$ cat src/rtl/sup_pkg.sv
package sup_pkg;

  typedef enum logic [2:0] {
    PH_RUN  = 3'd0,  // supply good, ports valid
    PH_HOLD = 3'd1,  // supply lost, serial nonvolatile write still finishing
    PH_SAVE = 3'd2,  // volatile nibble being saved
    PH_DOWN = 3'd3,  // saved, waiting for supply
    PH_TMO  = 3'd4,  // power-up timeout
    PH_LOAD = 3'd5   // restore from shadow cells
  } sup_phase_t;

  // Length in cycles of a counted phase; 0 for phases without a count.
  function automatic int unsigned phase_len(input sup_phase_t ph,
                                            input int unsigned save_len,
                                            input int unsigned tmo_len,
                                            input int unsigned load_len);
    case (ph)
      PH_SAVE: return save_len;
      PH_TMO:  return tmo_len;
      PH_LOAD: return load_len;
      default: return 0;
    endcase
  endfunction

  // True in the final cycle of a phase of length len.
  function automatic logic span_end(input logic [31:0] cnt, input int unsigned len);
    return (len == 0) || (cnt == (32'(len) - 32'd1));
  endfunction

endpackage

$ cat src/rtl/sup_sync.sv
module sup_sync #(
  parameter int STAGES = 2
) (
  input  logic clk,
  input  logic rst_n,
  input  logic d,
  output logic q
);
  logic [STAGES-1:0] chain;

  generate
    if (STAGES == 1) begin : g_one
      always_ff @(posedge clk or negedge rst_n) begin
        if (!rst_n) chain <= '0;
        else        chain <= d;
      end
    end else begin : g_many
      always_ff @(posedge clk or negedge rst_n) begin
        if (!rst_n) chain <= '0;
        else        chain <= {chain[STAGES-2:0], d};
      end
    end
  endgenerate

  assign q = chain[STAGES-1];
endmodule

$ cat src/rtl/sup_timer.sv
module sup_timer #(
  parameter int W = 8
) (
  input  logic         clk,
  input  logic         rst_n,
  input  logic         clr,
  input  logic         run,
  output logic [W-1:0] count
);
  always_ff @(posedge clk or negedge rst_n) begin
    if (!rst_n)   count <= '0;
    else if (clr) count <= '0;
    else if (run) count <= count + 1'b1;
  end
endmodule

$ cat src/rtl/sup_fsm.sv
module sup_fsm
  import sup_pkg::*;
#(
  parameter int W          = 8,
  parameter int STORE_CYC  = 6,
  parameter int PURST_CYC  = 20,
  parameter int RECALL_CYC = 5
) (
  input  logic         clk,
  input  logic         rst_n,
  input  logic         supply_ok,
  input  logic         nvw_busy,
  input  logic [W-1:0] count,
  output sup_phase_t   phase,
  output logic         tmr_clr,
  output logic         tmr_run,
  output logic         phase_done
);
  sup_phase_t nxt;

  assign phase_done = span_end(32'(count),
                               phase_len(phase, STORE_CYC, PURST_CYC, RECALL_CYC));

  always_comb begin
    nxt = phase;
    case (phase)
      PH_RUN:  if (!supply_ok) nxt = nvw_busy ? PH_HOLD : PH_SAVE;
      PH_HOLD: if (!nvw_busy)  nxt = PH_SAVE;
      PH_SAVE: if (phase_done) nxt = PH_DOWN;
      PH_DOWN: if (supply_ok)  nxt = PH_TMO;
      PH_TMO: begin
        if (!supply_ok)      nxt = PH_DOWN;
        else if (phase_done) nxt = PH_LOAD;
      end
      PH_LOAD: begin
        if (!supply_ok)      nxt = PH_DOWN;
        else if (phase_done) nxt = PH_RUN;
      end
      default: nxt = PH_DOWN;
    endcase
  end

  assign tmr_clr = (nxt != phase);
  assign tmr_run = (phase == PH_SAVE) || (phase == PH_TMO) || (phase == PH_LOAD);

  always_ff @(posedge clk or negedge rst_n) begin
    if (!rst_n) phase <= PH_DOWN;
    else        phase <= nxt;
  end
endmodule

$ cat src/rtl/sup_lvr_seq.sv
module sup_lvr_seq
  import sup_pkg::*;
#(
  parameter int SYNC_STAGES = 2,
  parameter int STORE_CYC   = 1_250_000,
  parameter int PURST_CYC   = 50_000_000,
  parameter int RECALL_CYC  = 2_500
) (
  input  logic clk,
  input  logic rst_n,
  input  logic vcc_above_trip,
  input  logic nv_write_busy,
  output logic reset_out,
  output logic access_block,
  output logic cmd_abort,
  output logic store_active,
  output logic recall_active,
  output logic ports_valid
);
  localparam int MAX_A   = (STORE_CYC > PURST_CYC) ? STORE_CYC : PURST_CYC;
  localparam int MAX_LEN = (MAX_A > RECALL_CYC) ? MAX_A : RECALL_CYC;
  localparam int CW      = (MAX_LEN < 2) ? 1 : $clog2(MAX_LEN);

  logic          supply_ok;
  logic          tmr_clr;
  logic          tmr_run;
  logic          phase_done;
  logic [CW-1:0] count;
  sup_phase_t    phase;

  sup_sync #(.STAGES(SYNC_STAGES)) u_sync (
    .clk(clk), .rst_n(rst_n), .d(vcc_above_trip), .q(supply_ok)
  );

  sup_timer #(.W(CW)) u_timer (
    .clk(clk), .rst_n(rst_n), .clr(tmr_clr), .run(tmr_run), .count(count)
  );

  sup_fsm #(
    .W(CW), .STORE_CYC(STORE_CYC), .PURST_CYC(PURST_CYC), .RECALL_CYC(RECALL_CYC)
  ) u_fsm (
    .clk(clk), .rst_n(rst_n), .supply_ok(supply_ok), .nvw_busy(nv_write_busy),
    .count(count), .phase(phase), .tmr_clr(tmr_clr), .tmr_run(tmr_run),
    .phase_done(phase_done)
  );

  logic in_up;
  assign in_up         = (phase == PH_RUN) || (phase == PH_LOAD);
  assign reset_out     = !in_up || !supply_ok;
  assign access_block  = (phase != PH_RUN) || !supply_ok;
  assign cmd_abort     = (phase == PH_RUN) && !supply_ok;
  assign store_active  = (phase == PH_SAVE);
  assign recall_active = (phase == PH_LOAD);
  assign ports_valid   = (phase == PH_RUN) && supply_ok;
endmodule

$ cat config.mk
export PLATFORM = sky130hd
export DESIGN_NAME = sup_lvr_seq
export DESIGN_NICKNAME = d
export VERILOG_FILES = /design/src/rtl/sup_pkg.sv /design/src/rtl/sup_sync.sv /design/src/rtl/sup_timer.sv /design/src/rtl/sup_fsm.sv /design/src/rtl/sup_lvr_seq.sv
export SDC_FILE = /design/constraint.sdc
export NUM_CORES = 1
export LEC_CHECK = 0
export ABC_AREA = 1
export BUFFER_PORTS_ARGS = -buffer_cell sky130_fd_sc_hd__buf_2
export CAP_MARGIN = 20
export CORE_MARGIN = 8
export CORE_UTILIZATION = 61
export CTS_CLUSTER_DIAMETER = 30
export CTS_CLUSTER_SIZE = 40
export DETAILED_ROUTE_END_ITERATION = 10
export GPL_TIMING_DRIVEN = 0
export PLACE_DENSITY_LB_ADDON = 0.08
export SYNTH_ARGS = -nofsm -noshare
export SYNTH_HDL_FRONTEND = slang
export SYNTH_SLANG_ARGS = --single-unit
export TNS_END_PERCENT = 1
$ cat constraint.sdc
create_clock -name clk -period 2.6 [get_ports clk]
set_input_delay 0.78 -clock clk [delete_from_list [all_inputs] [get_ports clk]]
set_output_delay 0.78 -clock clk [all_outputs]
set_load 0.05 [all_outputs]
==> flow_summary.ini <==
[status]
status = complete, but fails checks
failed_checks = setup timing

[final_layout]
fillers = 288
multiInputGateArea_um2 = 1280
drive_above_1_share = 0.250
fin_util = 0.726
seq_area_um2 = 778
antenna_cells = 0
final_design_area_no_fill_um2 = 2620
syn2layout_area_growth_pct = 16.5
fin_nets = 345

[sta]
whs_ns = 0.373
hold_viol_final = 0
min_period_over_period = 1.01
fin_skew_ns = 0.00579
setup_slack_ns = -0.0230
tightest_slew_ns = 0.699
finalMaxSlewViolations = 0
setup_tns_ns = -0.179
maxSlewHeadroom = 0.534
grt_setup_unrepaired = yes
setup_viol = 14
fmax_mhz = 381
period_needed_ns = 2.62

[worst_setup_path]
rr_startpoint = u_fsm.phase[1]
worstPathMaxFanout = 7
required_ns = 2.77
worst-path-stages = 19
start_kind = register
cp_slowest_cell = dfstp_2
reg2reg_slack_ns = -0.02
crit_top_cell = nand2_1
cp.arrival_ns = 2.79
path_cells = buf_6, inv_4, nand3_4, ha_4, inv_2, nand2_1, nand2_1, nand3b_1, nor2_1, nand3_1, nor2_1, nand4_1, nand3_2, nand2_1, nand2_2, a21oi_2, nand2_4, clkbuf_16, nor2_2
cpLargestDelayFamily = simple AND/OR/NAND/NOR gates
path_class = register to register
cp_num_buf_inv = 4
startpoint = u_fsm.phase[1]
reg2reg_to = u_timer.count[25]
endpoint_kind = register
slowest_delay_ns = 0.53
rr_worst_depth = 19

[yosys]
syn_inst = 311
netlist-cell-type-count = 33
synth_top_area_frac = 0.323
synth_flop_cell = dfrtp_1
syn-mean-instance-area_um2 = 7.22
ys_warn_count = 0
yosysMostFrequentCell = nand2_1
synthTopCellsByArea = dfrtp_1, nand2_1, xor2_1
synth_commonest_cells = nand2_1, inv_1, nor2_1
yosys.area.top_type = dfrtp_1
synth_edf_count = 0
ys_ff_latch = 31
seq_area_frac_synth = 0.347
ys_async_sr_fraction = 1.00
syn_area_um2 = 2250
synth.net_count = 317

[global_routing]
antenna_found_initial = 0
grt-ovfl-total = 0
grt_usage = 0.190
grt_pass1_vias = 1881
grt_max_degree = 32
grt_pass1_wl_mm = 9.02

[routing]
drcViolationCount = 0
highest_layer = met4
wl_per_cell_um = 14.5
wirelength_mm = 5.64
drt_iter0_drc = 182
drt-met1-wl_mm = 2.50
via_count = 2072
ant_nets = 0
vias_per_cell = 5.34
wl_met2_mm = 2.69
drt_first_pass_iters = 5
dr_wl_met3_um = 387

[pwr]
seq_power_share = 0.195
power_uw = 2860
power.leakage_uw = 0.00119
vdd_drop_max_v = 0.000858
pwr-share-clk = 0.128
swShare = 0.477
p_int_uw = 1500
p_comb_frac = 0.676
switching_power_uw = 1360
power.density_nw_per_um2 = 1090

[clocking]
cts_buffers = 5
cts_sinks = 31
path_clk_slew_ns = 0.07
cts-htree-levels = 2
ctsRootBufferMaster = clkbuf_8
cts_tree = built
cts_hold_buf = 0
clk_path_buf_depth = 2
clk_latency_ns = 0.28

[floorplanning]
die_h_um = 76.7
boundaryPins = 10
start_util = 0.623
die-width_um = 76.7
core_um2 = 3610
dieArea_um2 = 5880
fp-row-count = 22

[placed_design]
io_buffers = 9
hpwlAfterDp_mm = 3.94
place_area_um2 = 2350
place.gp.congestion = 0.906

[worst_hold_path]
hp-start = u_sync.chain[0]
holdPathEnd = u_sync.chain[1]
hold_path_class = register to register
hold_depth = 0

[job]
maxCapViolations = 0
## stage by stage
stage | instances | setup slack (ns)
final | 388 | -0.0230
after global routing | 388 | -0.147
after CTS | 378 | 0.0135
after detailed placement | 368 | -0.243
after global placement | 368 | -0.239
after floorplan | 311 | -0.0486
## placed cells by master, fill, tap and decap left out, types with 2 or more instances in the layout
cell       Yosys  layout
inv_1         43      42
xnor2_1        2       2
nor3_1         7       7
dfrtp_1       29      29
nand2_1       75      75
buf_4          1      11
clkbuf_1       0       3
buf_2          0       9
o22ai_1        2       2
buf_12         0       2
nand2_2        8       7
inv_4          1       2
nand3_1       22      21
dfstp_2        2       2
nor2_2        23      23
a21oi_2        1       2
clkbuf_8       0       5
o21ai_1        4       4
nand3_4        2       3
nand4_1        6       6
o21ai_0        3       3
xor2_1        19      19
nand3_2        2       2
o211ai_1       2       2
inv_2          6       6
nor4_1         4       4
nand3b_1       2       2
nor2_1        31      30
clkbuf_16      0       2
nand2_4        2       3
## final cells by class
type | count | share of cell area
buffer | 4 | 0.0225
sequential | 31 | 0.297
timing repair buffer | 21 | 0.0650
inverter | 50 | 0.0736
tap | 48 | 0.0229
multi-input combinational | 226 | 0.488
clock buffer | 8 | 0.0306
## flip-flops by register name, indices dropped and copies added (netlist names)
register / flops
u_timer.count: 26
u_fsm.phase: 3
u_sync.chain: 2
## logic make-up (layout without fill, tap and decap cells)
group,after synthesis,count (layout),synth area share
compound gates,14,14,0.0362
xor+xnor,21,21,0.0819
fa+ha+maj,2,2,0.0111
buf+inv,54,83,0.103
flops,31,31,0.347
mux,1,1,0.00446
simple gates,188,188,0.417
## repair_timing
action / 4_1_cts / 5_1_grt
setup endpoints to repair: 26 / 26
buffers inserted: 2 / 8
resized for setup: 8 / 5
gates cloned: 0 / 2
pin swaps: 2 / 8
## power groups by stage
stage,sequential [uW],clock [uW],combinational [uW]
floorplan,554,0,1120
global placement,560,0,1370
detailed placement,561,0,1390
CTS,557,372,1570
global route,561,392,2080
finish,558,367,1930
## worst max path at each step
stage | endpoint | slack [ns]
after global routing | u_timer.count[14] | -0.15
after CTS | u_timer.count[12] | 0.01
after floorplan | reset_out | -0.05
final | u_timer.count[25] | -0.02
after global placement | u_timer.count[18] | -0.24
after detailed placement | u_timer.count[25] | -0.24
## metal layers
metal,global-route usage,vias up
li1,-,1028
met1,0.252,966
met2,0.304,72
met3,0.0350,6
met4,0.0596,0
met5,0,-
Power figures use the tool's default switching activity.
